## config.mk

```make
export PLATFORM = sky130hd
export DESIGN_NAME = pkt_alloc_unit
export DESIGN_NICKNAME = d
export VERILOG_FILES = /design/src/rtl/pau_pkg.sv /design/src/rtl/pau_fifo.sv /design/src/rtl/pau_pool.sv /design/src/rtl/pkt_alloc_unit.sv
export SDC_FILE = /design/constraint.sdc
export NUM_CORES = 1
export LEC_CHECK = 0
export ABC_CLOCK_PERIOD_IN_PS = 5700
export BUFFER_PORTS_ARGS = -buffer_cell sky130_fd_sc_hd__buf_4
export CAP_MARGIN = 20
export CORE_MARGIN = 2
export CORE_UTILIZATION = 40
export DETAILED_ROUTE_END_ITERATION = 8
export GPL_TIMING_DRIVEN = 0
export PLACE_DENSITY = 0.58
export SLEW_MARGIN = 5
export SYNTH_ARGS = -nofsm -noshare
export SYNTH_HDL_FRONTEND = slang
export SYNTH_HIERARCHICAL = 1
export SYNTH_SLANG_ARGS = --single-unit
```

## constraint.sdc

```tcl
create_clock -name clk -period 5.7 [get_ports clk]
set_input_delay 0.285 -clock clk [delete_from_list [all_inputs] [get_ports clk]]
set_output_delay 0.285 -clock clk [all_outputs]
set_load 0.02 [all_outputs]
```

## src/rtl/pau_pkg.sv

```systemverilog
package pau_pkg;
  localparam int PNR_W = 6;
  localparam int SZ_W  = 5;

  typedef logic [PNR_W-1:0] pnr_t;

  typedef enum logic [2:0] {
    OP_NOP    = 3'd0,
    OP_ALLOC  = 3'd1,
    OP_RESET  = 3'd2,
    OP_RXDROP = 3'd3,
    OP_RXFREE = 3'd4,
    OP_FREE   = 3'd5,
    OP_ENQ    = 3'd6,
    OP_TXRST  = 3'd7
  } op_e;
endpackage

```

## src/rtl/pau_fifo.sv

```systemverilog
module pau_fifo #(
  parameter int DEPTH = 8,
  parameter int W     = 6
) (
  input  logic         clk,
  input  logic         rst_n,
  input  logic         clr,
  input  logic         push,
  input  logic [W-1:0] din,
  input  logic         pop,
  output logic [W-1:0] dout,
  output logic         empty,
  output logic         full
);
  localparam int AW = (DEPTH > 1) ? $clog2(DEPTH) : 1;
  localparam int CW = $clog2(DEPTH + 1);

  logic [W-1:0]  mem [DEPTH];
  logic [AW-1:0] rd_q, rd_n, wr_q, wr_n;
  logic [CW-1:0] cnt_q, cnt_n;
  logic          do_push, do_pop;

  function automatic logic [AW-1:0] step(input logic [AW-1:0] p);
    return (p == AW'(DEPTH - 1)) ? '0 : p + 1'b1;
  endfunction

  assign empty   = (cnt_q == '0);
  assign full    = (cnt_q == CW'(DEPTH));
  assign do_push = push && !full && !clr;
  assign do_pop  = pop && !empty && !clr;
  assign dout    = mem[rd_q];

  always_comb begin
    rd_n  = rd_q;
    wr_n  = wr_q;
    cnt_n = cnt_q;
    if (clr) begin
      rd_n  = '0;
      wr_n  = '0;
      cnt_n = '0;
    end else begin
      if (do_push) wr_n = step(wr_q);
      if (do_pop)  rd_n = step(rd_q);
      if (do_push && !do_pop)      cnt_n = cnt_q + 1'b1;
      else if (do_pop && !do_push) cnt_n = cnt_q - 1'b1;
    end
  end

  always_ff @(posedge clk or negedge rst_n) begin
    if (!rst_n) begin
      rd_q  <= '0;
      wr_q  <= '0;
      cnt_q <= '0;
    end else begin
      rd_q  <= rd_n;
      wr_q  <= wr_n;
      cnt_q <= cnt_n;
    end
  end

  always_ff @(posedge clk) begin
    if (do_push) mem[wr_q] <= din;
  end
endmodule

```

## src/rtl/pau_pool.sv

```systemverilog
module pau_pool
  import pau_pkg::*;
#(
  parameter int NUM_PKTS    = 8,
  parameter int MAX_PAGES   = 8,
  parameter int TOTAL_PAGES = 24
) (
  input  logic                             clk,
  input  logic                             rst_n,
  input  logic                             clr_all,
  input  logic [$clog2(MAX_PAGES+1)-1:0]   q_pages,
  output logic                             q_ok,
  output pnr_t                             q_pnr,
  input  logic                             grant,
  input  logic                             free_req,
  input  pnr_t                             free_pnr
);
  localparam int IW   = (NUM_PKTS > 1) ? $clog2(NUM_PKTS) : 1;
  localparam int PG_W = $clog2(MAX_PAGES + 1);
  localparam int UW   = $clog2(TOTAL_PAGES + 1);

  logic [NUM_PKTS-1:0] map_q, map_n;
  logic [PG_W-1:0]     pg_q [NUM_PKTS];
  logic [UW-1:0]       used_q, used_n;
  logic [IW-1:0]       low_idx, fr_idx;
  logic                any_free, free_hit;

  // priority search: lowest clear bit of the allocation map
  always_comb begin
    any_free = 1'b0;
    low_idx  = '0;
    for (int i = NUM_PKTS - 1; i >= 0; i--) begin
      if (!map_q[i]) begin
        any_free = 1'b1;
        low_idx  = IW'(i);
      end
    end
  end

  assign q_pnr    = pnr_t'(low_idx);
  assign q_ok     = any_free && (int'(used_q) + int'(q_pages) <= TOTAL_PAGES);
  assign fr_idx   = free_pnr[IW-1:0];
  assign free_hit = free_req && (int'(free_pnr) < NUM_PKTS) && map_q[fr_idx];

  always_comb begin
    map_n  = map_q;
    used_n = used_q;
    if (clr_all) begin
      map_n  = '0;
      used_n = '0;
    end else begin
      if (grant) begin
        map_n[low_idx] = 1'b1;
        used_n         = used_n + UW'(q_pages);
      end
      if (free_hit) begin
        map_n[fr_idx] = 1'b0;
        used_n        = used_n - UW'(pg_q[fr_idx]);
      end
    end
  end

  always_ff @(posedge clk or negedge rst_n) begin
    if (!rst_n) begin
      map_q  <= '0;
      used_q <= '0;
    end else begin
      map_q  <= map_n;
      used_q <= used_n;
    end
  end

  // per-packet page counts: data only, meaningful while the map bit is set
  for (genvar g = 0; g < NUM_PKTS; g++) begin : g_pages
    always_ff @(posedge clk) begin
      if (grant && !clr_all && (low_idx == IW'(g))) pg_q[g] <= q_pages;
    end
  end
endmodule

```

## src/rtl/pkt_alloc_unit.sv

```systemverilog
module pkt_alloc_unit
  import pau_pkg::*;
#(
  parameter int NUM_PKTS    = 8,
  parameter int MAX_PAGES   = 8,
  parameter int TOTAL_PAGES = 24,
  parameter int EXEC_CYCLES = 2
) (
  input  logic        clk,
  input  logic        rst_n,
  input  logic        cmd_we,
  input  logic [7:0]  cmd_wdata,
  output logic        cmd_busy,
  input  logic        pnr_we,
  input  logic [5:0]  pnr_wdata,
  output logic [15:0] alloc_result,
  output logic [15:0] fifo_ports,
  input  logic        rx_push,
  input  logic [5:0]  rx_push_pnr,
  input  logic        done_push,
  input  logic [5:0]  done_push_pnr,
  output logic        tx_req_valid,
  output logic [5:0]  tx_req_pnr,
  input  logic        tx_take,
  output logic        alloc_done
);
  localparam int CW   = $clog2(EXEC_CYCLES + 1);
  localparam int PG_W = $clog2(MAX_PAGES + 1);

  logic [CW-1:0]   cnt_q, cnt_n;
  op_e             op_q, op_n;
  logic [SZ_W-1:0] sz_q, sz_n;
  pnr_t            pnr_q, pnr_n;
  logic            fail_q, fail_n, pend_q, pend_n, done_q, done_n;
  logic [PG_W-1:0] ppg_q, ppg_n, q_pages;

  logic       exec, x_alloc, x_reset, x_rxdrop, x_rxfree, x_free, x_enq, x_txrst;
  logic [5:0] req_pages;
  logic       oversize, q_ok, pend_go, grant;
  pnr_t       q_pnr;
  logic       rx_empty, rx_full, dn_empty, dn_full, tx_empty, tx_full;
  pnr_t       rx_head, dn_head, tx_head;
  logic       dn_pop, free_req;
  pnr_t       free_pnr;

  assign exec     = (cnt_q == CW'(1));
  assign x_alloc  = exec && (op_q == OP_ALLOC);
  assign x_reset  = exec && (op_q == OP_RESET);
  assign x_rxdrop = exec && (op_q == OP_RXDROP);
  assign x_rxfree = exec && (op_q == OP_RXFREE);
  assign x_free   = exec && (op_q == OP_FREE);
  assign x_enq    = exec && (op_q == OP_ENQ);
  assign x_txrst  = exec && (op_q == OP_TXRST);

  assign req_pages = {1'b0, sz_q} + 6'd1;
  assign oversize  = int'(sz_q) >= MAX_PAGES;
  assign q_pages   = x_alloc ? PG_W'(req_pages) : ppg_q;
  assign pend_go   = pend_q && !exec && q_ok;
  assign grant     = (x_alloc && q_ok && !oversize) || pend_go;

  assign dn_pop   = x_free && !dn_empty && (dn_head == pnr_q);
  assign free_req = (x_rxfree && !rx_empty) || x_free;
  assign free_pnr = x_rxfree ? rx_head : pnr_q;

  pau_pool #(
    .NUM_PKTS(NUM_PKTS), .MAX_PAGES(MAX_PAGES), .TOTAL_PAGES(TOTAL_PAGES)
  ) u_pool (
    .clk(clk), .rst_n(rst_n), .clr_all(x_reset), .q_pages(q_pages),
    .q_ok(q_ok), .q_pnr(q_pnr), .grant(grant),
    .free_req(free_req), .free_pnr(free_pnr)
  );

  pau_fifo #(.DEPTH(NUM_PKTS), .W(PNR_W)) u_rxq (
    .clk(clk), .rst_n(rst_n), .clr(x_reset), .push(rx_push), .din(rx_push_pnr),
    .pop(x_rxdrop || x_rxfree), .dout(rx_head), .empty(rx_empty), .full(rx_full)
  );

  pau_fifo #(.DEPTH(NUM_PKTS), .W(PNR_W)) u_doneq (
    .clk(clk), .rst_n(rst_n), .clr(x_reset || x_txrst), .push(done_push),
    .din(done_push_pnr), .pop(dn_pop), .dout(dn_head), .empty(dn_empty), .full(dn_full)
  );

  pau_fifo #(.DEPTH(NUM_PKTS), .W(PNR_W)) u_txq (
    .clk(clk), .rst_n(rst_n), .clr(x_reset || x_txrst), .push(x_enq), .din(pnr_q),
    .pop(tx_take), .dout(tx_head), .empty(tx_empty), .full(tx_full)
  );

  // command sequencer and result register: next state
  always_comb begin
    cnt_n  = cnt_q;
    op_n   = op_q;
    sz_n   = sz_q;
    pnr_n  = pnr_q;
    fail_n = fail_q;
    pend_n = pend_q;
    ppg_n  = ppg_q;
    done_n = pend_go;

    if (cnt_q != '0) begin
      cnt_n = cnt_q - 1'b1;
    end else if (cmd_we) begin
      cnt_n = CW'(EXEC_CYCLES);
      op_n  = op_e'(cmd_wdata[7:5]);
      sz_n  = cmd_wdata[4:0];
    end

    if (x_alloc) begin
      if (q_ok && !oversize) begin
        pnr_n  = q_pnr;
        fail_n = 1'b0;
        pend_n = 1'b0;
      end else begin
        fail_n = 1'b1;
        pend_n = !oversize;
        ppg_n  = PG_W'(req_pages);
      end
    end else if (pend_go) begin
      pnr_n  = q_pnr;
      fail_n = 1'b0;
      pend_n = 1'b0;
    end else if (x_reset) begin
      pnr_n  = '0;
      fail_n = 1'b0;
      pend_n = 1'b0;
    end else if (pnr_we) begin
      pnr_n = pnr_wdata;
    end
  end

  always_ff @(posedge clk or negedge rst_n) begin
    if (!rst_n) begin
      cnt_q  <= '0;
      op_q   <= OP_NOP;
      sz_q   <= '0;
      pnr_q  <= '0;
      fail_q <= 1'b0;
      pend_q <= 1'b0;
      ppg_q  <= '0;
      done_q <= 1'b0;
    end else begin
      cnt_q  <= cnt_n;
      op_q   <= op_n;
      sz_q   <= sz_n;
      pnr_q  <= pnr_n;
      fail_q <= fail_n;
      pend_q <= pend_n;
      ppg_q  <= ppg_n;
      done_q <= done_n;
    end
  end

  assign cmd_busy     = (cnt_q != '0);
  assign alloc_done   = done_q;
  assign alloc_result = {fail_q, 9'b0, pnr_q};
  assign fifo_ports   = {rx_empty, 1'b0, (rx_empty ? 6'd0 : rx_head),
                         dn_empty, 1'b0, (dn_empty ? 6'd0 : dn_head)};
  assign tx_req_valid = !tx_empty;
  assign tx_req_pnr   = tx_empty ? 6'd0 : tx_head;
endmodule

```

* After elaboration in Yosys (flattened, before gate mapping)
Memories as Yosys holds them, arrays and structs flattened. Index checks and enable logic that the tools add are counted.
Storage, ports and cells: register bits after elaboration 66, latch bits 0, bits in writable memories 176, memory bits (read-only) 0, input port bits 33, output and inout bits 41, logic and storage cells 290, memories 4
Memory list:
- u_doneq.mem | depth 8, width 6, read ports 1, clocked after Yosys merged registers in 0, wr ports 1, RTL line pau_fifo.sv:18 | logic [W-1:0] mem [DEPTH];
- u_rxq.mem | depth 8, width 6, read ports 1, clocked after Yosys merged registers in 0, wr ports 1, RTL line pau_fifo.sv:18
- u_txq.mem | depth 8, width 6, read ports 1, clocked after Yosys merged registers in 0, wr ports 1, RTL line pau_fifo.sv:18
- u_pool.pg_q | depth 8, width 4, read ports 1, clocked after Yosys merged registers in 0, wr ports 1, RTL line pau_pool.sv:23 | logic [PG_W-1:0] pg_q [NUM_PKTS];
Operators by class: add/subtract/negate cells 17, multiply operators 0, div/mod/pow operators 0, $lt $le $gt $ge 7, equality and inequality tests 26, shift operators 0, mux-type cells 118, bitwise gates (word level) 5, reductions and logical operators 94
Operator list (number):
- 3-bit two-way mux | 33
- 4-bit two-way mux | 17
- 6-bit two-way mux | 9
- 1-bit logical AND | 47
- 1-bit two-way mux | 46
- 3-bit equality test (second input constant) | 14
- 32-bit by 6-bit <= comparator with 1-bit output (second input constant) | 1
- 8-bit two-way mux | 4
- 4-bit OR reduction | 7
- 5-bit two-way mux | 4
- 3-bit by 1-bit adder with 3-bit output (second input constant) | 6
- 4-bit by 1-bit adder with 4-bit output (second input constant) | 4
- 1-bit logical NOT | 16
- 2-bit nonzero test | 8
- 3-bit by 2-bit equality test with 1-bit output (second input constant) | 4
- 4-bit equality test (second input constant) | 3
- 4-bit logical NOT | 3
- 3-bit nonzero test | 4
- 4-bit by 1-bit subtractor with 4-bit output (second input constant) | 3
- 8-bit AND | 1
- 3-bit by 4-bit < comparator with 1-bit output (second input constant) | 2
- 8-bit NOT | 1
- 8-bit OR | 1
- 5-bit by 4-bit adder with 6-bit output | 1
- other kinds (18) | 28

* Depth between registers and ports, before layout
Gate-level depths: netlist (run 1).
depth in word-level cells 24, gate-level depth with buffers 23

* Hierarchy
Netlist (run 1), hierarchy kept.
Modules (own cells, without submodules):
- pau_fifo (u_doneq ...) | times used 2, cells an instance 144, area an instance 2553.7 µm², sequential area each 1691.6 µm²
- pau_pool | times used 1, cells an instance 236, area an instance 2656.3 µm², sequential area each 1286.2 µm²
- pau_fifo (u_rxq) | times used 1, cells an instance 144, area an instance 2570.0 µm², sequential area each 1691.6 µm²
- pkt_alloc_unit | times used 1, cells an instance 155, area an instance 1607.8 µm², sequential area each 575.6 µm²

* Worst setup path after synthesis (run 1)
OpenSTA, ideal clock, no wires.
path type flip-flop to flip-flop, from reg, netlist name cnt_q[1], to reg u_pool.used_q[4], data arrival time 4.784 ns, required time 5.577 ns, setup slack 0.793 ns, stages on the path, launching flop included 23, path buffers 2, period minus slack after synthesis 4.907 ns, cells stage by stage dfrtp_1 -> inv_1 -> ha_1 -> nand4bb_1 -> buf_4 -> o21ai_0 -> ha_1 -> fa_1 -> nor2_1 -> nand2_1 -> o221a_2 -> a211oi_1 -> nand3b_1 -> o21ai_0 -> buf_4 -> mux2i_1 -> ha_1 -> inv_1 -> fa_1 -> a21o_1 -> a21oi_1 -> nand4_1 -> mux2i_1
RTL lines:
- end signal, assigned | RTL line pau_pool.sv:69 | used_q <= used_n;
- end, declared | RTL line pau_pool.sv:24 | logic [UW-1:0] used_q, used_n;

==> results.md, run 1 <==
* Multiplexer share of the synthesized area at 0.150
* Die height at between 150 and 200 um
* Maximum clock path buffer count at 3
* Via count of the first global-routing pass at roughly 7000
* Crit share post-route at 0.922
* Instance area at placement at about 13000 um^2
* Share of the synthesized area in the top cell type at 0.443
* Fraction of synthesized cell area in xor and xnor cells at 0.0138
* Routed wire per std cell at 18.4 um
* Final-report setup violation count at 0
* Wire length of the first global-routing pass at 39.4 mm
* Normalized max-slew margin at 0.314
* Cell-by-cell trace of the critical path: inv_1 -> ha_2 -> nand4bb_1 -> buf_4 -> mux2_2 -> ha_1 -> a21oi_1 -> o21bai_1 -> o221a_2 -> a211oi_4 -> nand3b_1 -> o21ai_2 -> buf_4 -> mux2i_2 -> ha_1 -> inv_1 -> fa_1 -> a21o_1 -> a21oi_1 -> nand4_1 -> mux2i_1
* Number of clock buffers inserted by TritonCTS at 27
* Worst Reg2Reg Path Length in Cells at 21
* Number of distinct library cells after synthesis at just under 80
* Total power density per cell area at 483 nW/um^2
* Fmax at 190 MHz
* Synthesized area per cell at 14.5 um^2
* Number of routed nets with antenna violations at 0
* Number of input and output port buffers inserted at 62
* Number of standard-cell rows in the floorplan at between 60 and 70
* Effective utilization at floorplan at 0.405
* Final slew viol count at 0
* Primary FF master, synth: sky130_fd_sc_hd__edfxtp_1
* Reg area at approximately 6900 um^2
* Largest net degree at the start of global routing at 67
* CP max FO at 10
* Die area at about 31000 um^2
* Fraction of final layout cells sized beyond drive strength 1 at 0.247
* Mapped Cells at 823
* Post-route core utilization at 0.479
* Startpoint of the lowest-slack register-to-register path: cnt_q[1]$_DFFE_PN0P_
* Hold Startpoint: cmd_wdata[6]
* Clk slew on worst S/H paths at about 60 ps
* Area fraction in and, or, nand and nor cells after synthesis at 0.101
* Worst reg2reg setup slack at 450 ps
* Skew final at approximately 8.2 ps
* Post-layout min period at 5250 ps
* Arrival time of data at the critical path endpoint at between 5000 and 6000 ps
* # IOs at 74
* Total routing resource utilization after global routing at 0.162
* Number of cells on the critical path at 21
* Worst path required time at about 6100 ps
* Worst hold path depth at 2
* WP buf/inv at 4
* Layout filler cell count at 2619
* Drc violations at 0
* Yosys reg bits at ~240
* R2R Path End: u_pool/used_q[4]$_DFF_PN0_
* Sequential area share after synthesis at 0.581
* Cell with the biggest individual delay on the critical path: sky130_fd_sc_hd__mux2_2
* Tightest Pin Transition at between 1000 and 1500 ps
* Detailed placement HPWL at 17.8 mm
* Detail-routed via count per cell at 5.22
* Max Cap Viol at 0
* Number of nets in the finished design at just over 1000
* Synthesized-area fraction occupied by adder cells at 0.0440
* Area of the mapped netlist at 11900 um^2
* Post-CTS setup buffers at 0
* CP Launch Type: flop
* Family with the most delay on the worst path: compound AO/OA/AOI/OAI gates
* Static Leakage at 0.00544 uW
* Final hold viol count at 0
* Root Driver: sky130_fd_sc_hd__clkbuf_16
* Drt first pass iters at 4
* Number of enable-type register cells in the synthesized netlist at between 150 and 200
* IR Drop Worst-Case VDD at approximately 240 uV
* Terminating pin of the worst hold path: op_q[1]$_DFFE_PN0P_
* Main combinational cell family by area after synthesis: multiplexers
* Crit path largest cell delay at 400 ps
* Synthesis-to-layout area growth at 18.2%
* Setup repair after global routing missed its margin: false
* Synth warn at 6
* Routed WL at 25.1 mm
* WHS at a little over 20 ps
* Number of antenna violations at the first check in global routing at 1
* Hold crit path type: primary input to flop
* Number of clock sinks seen by CTS at 242
* Cell taking the most area after synthesis: sky130_fd_sc_hd__edfxtp_1
* Area of the multi-input gates at ~4600 um^2
* Number of H-tree levels at 1
* Die width at 177 um
* Detailed router's first-iteration violation count at around 390
* Crit path kind: flop to flop
* Final instance area at ~14000 um^2
* Nature of the critical path endpoint: flop
* Core Footprint at just under 30000 um^2
* CTS tree: built
* Number of vias after detailed routing at 7108
* Clock insertion delay at the later pin of the skew report at around 520 ps
* Fraction of registers with async set or reset after synthesis at 0.273
* Final weighted congestion of routability-driven global placement at 0.823
* Synth Area in Compound Gates at 0.0716
* Largest cells by area after synthesis: sky130_fd_sc_hd__edfxtp_1, sky130_fd_sc_hd__dfrtp_1, sky130_fd_sc_hd__mux4_1, sky130_fd_sc_hd__mux2_2, sky130_fd_sc_hd__ha_1
* Result of the run: finished, final reports clean
* Total gr overflow at 0
kinds of logic (layout without fill, tap and decap cells):
| kind of cell | Yosys count | after routing |
|---|---|---|
| DFF | 242 | 242 |
| buffers and inverters | 77 | 213 |
| other | 2 | 15 |
| adders and majority gates | 39 | 39 |
| AOI/OAI and AO/OA | 111 | 111 |
| xor gates and xnor gates | 18 | 18 |
| muxes | 110 | 110 |
| and+or+nand+nor | 224 | 224 |
state kept, by name, indices dropped and copies added, names as in the netlist, 4 cells and up:
| signal | flops |
|---|---|
| ppg_q | 4 |
| u_doneq/cnt_q | 4 |
| sz_q | 5 |
| u_txq/mem | 48 |
| u_pool/pg_q | 32 |
| u_rxq/mem | 48 |
| u_doneq/mem | 48 |
| u_pool/used_q | 5 |
| pnr_q | 6 |
| u_pool/map_q | 8 |
| u_rxq/cnt_q | 4 |
| u_txq/cnt_q | 4 |
routing by layer:
metal,global-route usage,share of wire
met1,0.220,0.45
met3,0.0217,0.042
met2,0.279,0.50
met4,0.0324,0.013
met5,0,0
power breakdown:
group | switching [uW] | internal (uW) | leakage [uW] | total, uW
Sequential | 324 | 2260 | 0.00243 | 2580
Combinational | 1320 | 1120 | 0.00258 | 2450
Clock | 689 | 1100 | 0.000437 | 1790
layout make-up:
class | count | area share
sequential | 242 | 0.491
multi-input combinational | 516 | 0.327
clock buffer | 32 | 0.0492
timing repair buffer | 86 | 0.0487
tap | 390 | 0.0346
buffer | 49 | 0.0253
clock inverter | 18 | 0.0163
inverter | 28 | 0.00744
antenna | 1 | 0.000177
what timing repair did:
action,CTS,global route
hold buffers,18,1
hold endpoints to repair,160,3
pin swaps,0,1
endpoints found under the setup margin,8,4
resized for setup,5,5
cells in the final DEF, fill, tap and decap left out, drive strengths merged, types with 6 or more instances in the layout:
cell type / netlist / final
clkbuf: 14 / 47
nor3: 17 / 17
nand2b: 14 / 14
nand2: 31 / 31
nor2: 80 / 80
conb: 2 / 14
nor3b: 6 / 6
inv: 28 / 31
nor2b: 28 / 28
nand3b: 7 / 7
clkinv: 0 / 7
ha: 34 / 34
a211oi: 9 / 9
a22o: 6 / 6
mux2: 55 / 55
a31oi: 9 / 9
edfxtp: 176 / 176
buf: 35 / 100
dlygate4sd3: 0 / 19
mux4: 36 / 36
a22oi: 6 / 6
nand3: 9 / 9
dfrtp: 66 / 66
o21ai: 16 / 16
xor2: 13 / 13
mux2i: 19 / 19
a21oi: 35 / 35
worst register-to-register path, delay by kind of cell (launching register included):
kind            cells  cell delay, ps
simple gates        3             590
flops               1             390
compound gates      7            1510
fa+ha+maj           4            1200
buf+inv             4             610
mux                 3             830
synth_stat cells, types with 11 or more instances:
library cell / n
sky130_fd_sc_hd__buf_4: 20
sky130_fd_sc_hd__nor2b_1: 28
sky130_fd_sc_hd__a21oi_1: 33
sky130_fd_sc_hd__nor3_1: 16
sky130_fd_sc_hd__mux2i_1: 19
sky130_fd_sc_hd__xor2_1: 12
sky130_fd_sc_hd__edfxtp_1: 176
sky130_fd_sc_hd__mux4_1: 36
sky130_fd_sc_hd__dfrtp_1: 66
sky130_fd_sc_hd__nand2b_1: 13
sky130_fd_sc_hd__mux2_2: 47
sky130_fd_sc_hd__clkbuf_1: 11
sky130_fd_sc_hd__inv_1: 27
sky130_fd_sc_hd__nor2_1: 80
sky130_fd_sc_hd__nand2_1: 31
sky130_fd_sc_hd__o21ai_0: 14
sky130_fd_sc_hd__ha_1: 34
worst max-delay path by stage:
stage	startpoint	endpoint	slack [ps]
floorplan	cnt_q[1]$_DFFE_PN0P_	u_pool/used_q[4]$_DFF_PN0_	790
global placement	cnt_q[1]$_DFFE_PN0P_	u_pool/used_q[4]$_DFF_PN0_	-770
detailed placement	cnt_q[1]$_DFFE_PN0P_	u_pool/used_q[4]$_DFF_PN0_	-630
CTS	cnt_q[1]$_DFFE_PN0P_	u_pool/used_q[4]$_DFF_PN0_	40
global route	cnt_q[1]$_DFFE_PN0P_	u_pool/used_q[4]$_DFF_PN0_	70
finish	cnt_q[1]$_DFFE_PN0P_	u_pool/used_q[4]$_DFF_PN0_	450
per-stage QoR:
stage | cells | worst slack, ps | total power, uW | TNS (ps)
2_1_floorplan | 835 | 793 | 4270 | 0
3_3_place_gp | 1287 | -767 | 4980 | -3590
3_5_place_dp | 1291 | -628 | 5040 | -2100
4_1_cts | 1359 | 36.6 | 6880 | 0
5_1_grt | 1362 | 66.4 | 7230 | 0
6_report | 1362 | 446 | 6820 | 0
Note: power is estimated with default switching activity, not from simulation.
==> inputs of run 2 (changes only) <==
CORE_UTILIZATION = 61   (was 40)
PLACE_DENSITY = 0.82   (was 0.58)
==> run 2 against run 1 <==
Net effect: final area fell by 3.6%; routed wire length fell by 4.2%; global-route usage rose by 7.7 points; core utilization rose by 22 points; register-to-register slack got worse by 50 ps; critical endpoint unchanged; final cell count fell by 11%; largest cell class unchanged; maximum frequency fell by 0.86%; worst setup slack got worse by 46 ps; sequential power barely moved; via count rose by 0.83%; largest power group unchanged; sequential share of layout area rose by 1.8 points; clock-buffer cell count rose by 2.
==> results.md, run 2 (synthesized netlist as in run 1, its figures left out) <==
* Result of the run: finished, final reports clean
* Hold crit path type: primary input to flop
* Cell with the biggest individual delay on the critical path: sky130_fd_sc_hd__fa_1
* Drc violations at 0
* # IOs at 74
* Nature of the critical path endpoint: flop
* Total power density per cell area at 475 nW/um^2
* Detail-routed via count per cell at between 5 and 6
* Setup repair after global routing missed its margin: false
* Arrival time of data at the critical path endpoint at 5720 ps
* Routed wire per std cell at about 20 um
* Worst path required time at just over 6000 ps
* IR Drop Worst-Case VDD at between 300 and 400 uV
* Number of input and output port buffers inserted at a little over 60
* Most used cells in the layout excluding fill and tap cells: sky130_fd_sc_hd__edfxtp_1, sky130_fd_sc_hd__buf_4, sky130_fd_sc_hd__nor2_1, sky130_fd_sc_hd__dfrtp_1, sky130_fd_sc_hd__mux2_2
* Crit share post-route at 0.930
* Crit path largest cell delay at between 400 and 500 ps
* Final weighted congestion of routability-driven global placement at 0.924
* Crit path kind: flop to flop
* Overall power at 6470 uW
* Number of standard-cell rows in the floorplan at between 50 and 60
* Routed WL at about 24 mm
* Max Cap Viol at 0
* Number of vias after detailed routing at 7167
* Tightest Pin Transition at 1080 ps
* Post-layout min period at between 5000 and 6000 ps
* Number of antenna violations at the first check in global routing at 0
* Core Footprint at between 15000 and 20000 um^2
* Clk slew on worst S/H paths at ~60 ps
* Post-placement worst setup slack at -395 ps
* Root Driver: sky130_fd_sc_hd__clkbuf_16
* CP max FO at 10
* Fraction of final layout cells sized beyond drive strength 1 at 0.248
* Static Leakage at roughly 0.0053 uW
* Total gr overflow at 0
* Detailed placement HPWL at 16.7 mm
* Die area at 20700 um^2
* Number of clock buffers inserted by TritonCTS at 23
* Die height at ~140 um
* Detailed router's first-iteration violation count at just over 600
* Most frequent standard cell in the layout excluding fill and tap cells: sky130_fd_sc_hd__edfxtp_1
* Final slew viol count at 0
* Post-CTS setup buffers at 0
* Family with the most delay on the worst path: adder cells
* Number of nets in the finished design at 1005
* Wire length of the first global-routing pass at 37.6 mm
* Skew final at approximately 11 ps
* Synthesis-to-layout area growth at 14.0%
* Drt first pass iters at 5
* CTS tree: built
* Cell-by-cell trace of the critical path: inv_1 -> ha_2 -> nand4bb_1 -> buf_4 -> o21ai_2 -> ha_1 -> fa_1 -> nor2_1 -> nand2_1 -> o221a_2 -> a211oi_2 -> nand3b_1 -> o21ai_1 -> buf_4 -> mux2i_1 -> ha_1 -> inv_1 -> fa_1 -> a21o_1 -> a21oi_1 -> nand4_1 -> mux2i_1
* Number of routed nets with antenna violations at 0
* Summed negative setup slack over all endpoints at 0 ps
* Total routing resource utilization after global routing at 0.238
* Final-report setup violation count at 0
* Biggest registers after layout: u_doneq/mem x48, u_rxq/mem x48, u_txq/mem x48
* Maximum clock path buffer count at 3
* Fmax at approximately 190 MHz
* Worst path setup slack after routing at between 400 and 500 ps
* Die width at roughly 140 um
* Final hold viol count at 0
* Layout filler cell count at 1251
* Normalized max-slew margin at 0.276
* Largest net degree at the start of global routing at 67
* Via count of the first global-routing pass at approximately 7100
* Clock insertion delay at the later pin of the skew report at 510 ps
* Number of clock sinks seen by CTS at around 240
* CP Launch Type: flop
* Inserted Diodes at 0
* WP buf/inv at 4
* Effective utilization at floorplan at 0.618
* Number of H-tree levels at 1
-- run 2: cell types whose count changed in the layout (fill, tap and decap cells not counted), moves of 2 or more --
| cell | change |
|---|---|
| sky130_fd_sc_hd__bufinv_16 | -5 |
| sky130_fd_sc_hd__clkbuf_8 | +6 |
| sky130_fd_sc_hd__dlygate4sd3_1 | -13 |
| sky130_fd_sc_hd__clkbuf_16 | -4 |
| sky130_fd_sc_hd__clkinvlp_4 | -3 |
| sky130_fd_sc_hd__inv_6 | -2 |
| sky130_fd_sc_hd__clkinv_1 | -5 |
| sky130_fd_sc_hd__clkinv_2 | +5 |
-- run 2: per-layer routing --
| layer | up-vias | global-route usage | wire length [um] |
|---|---|---|---|
| li1 | 3331 | - | - |
| met1 | 3560 | 0.327 | 10100 |
| met2 | 230 | 0.403 | 12000 |
| met3 | 46 | 0.0323 | 1300 |
| met4 | 0 | 0.0722 | 603 |
| met5 | - | 0 | 0 |
-- run 2: cell type report --
| type | count | area (um^2) | area share |
|---|---|---|---|
| flip-flops and latches | 242 | 6940 | 0.510 |
| multi-input cells | 516 | 4610 | 0.338 |
| clock buffers | 34 | 677 | 0.0497 |
| repair buffers | 73 | 551 | 0.0404 |
| plain buffers | 49 | 357 | 0.0262 |
| well taps | 265 | 332 | 0.0244 |
| inverters | 28 | 105 | 0.00772 |
| clock inverters | 8 | 46.3 | 0.00340 |
-- run 2: through the flow --
stage	util	cells	area, um^2	hold WS, ps
6_report	0.704	1215	13600	8.15
5_1_grt	0.704	1215	13600	1.10
4_1_cts	0.703	1212	13600	0.506
3_5_place_dp	0.662	1164	12800	465
3_3_place_gp	0.661	1162	12800	445
2_1_floorplan	-	835	12000	-10.6
-- run 2: repair_timing --
item                                    4_1_cts  5_1_grt
hold endpoints to repair                     73        0
gates resized for setup                       5        4
hold buffers                                  6        0
endpoints found under the setup margin        4        4
-- run 2: path summary, 6_finish.rpt --
path                                           start                         end  slack, ps  cells past startpoint
worst min-delay path                    cmd_wdata[2]         sz_q[2]$_DFFE_PN0P_          8                      2
worst min register to register    pend_q$_DFFE_PN0P_          pend_q$_DFFE_PN0P_        480                      2
min in group asynchronous                      rst_n        cnt_q[1]$_DFFE_PN0P_        430                      2
worst max-delay path            cnt_q[1]$_DFFE_PN0P_  u_pool/used_q[4]$_DFF_PN0_        400                     22
max in group asynchronous                      rst_n  u_txq/cnt_q[3]$_DFFE_PN0P_       4690                      2
worst max register to register  cnt_q[1]$_DFFE_PN0P_  u_pool/used_q[4]$_DFF_PN0_        400                     22
-- run 2: power breakdown --
part	total [uW]	switching (uW)	leakage, uW	internal (uW)
Clock	1440	620	0.000362	823
Sequential	2580	319	0.00243	2260
Combinational	2450	1340	0.00252	1110
Total	6470	2280	0.00531	4190
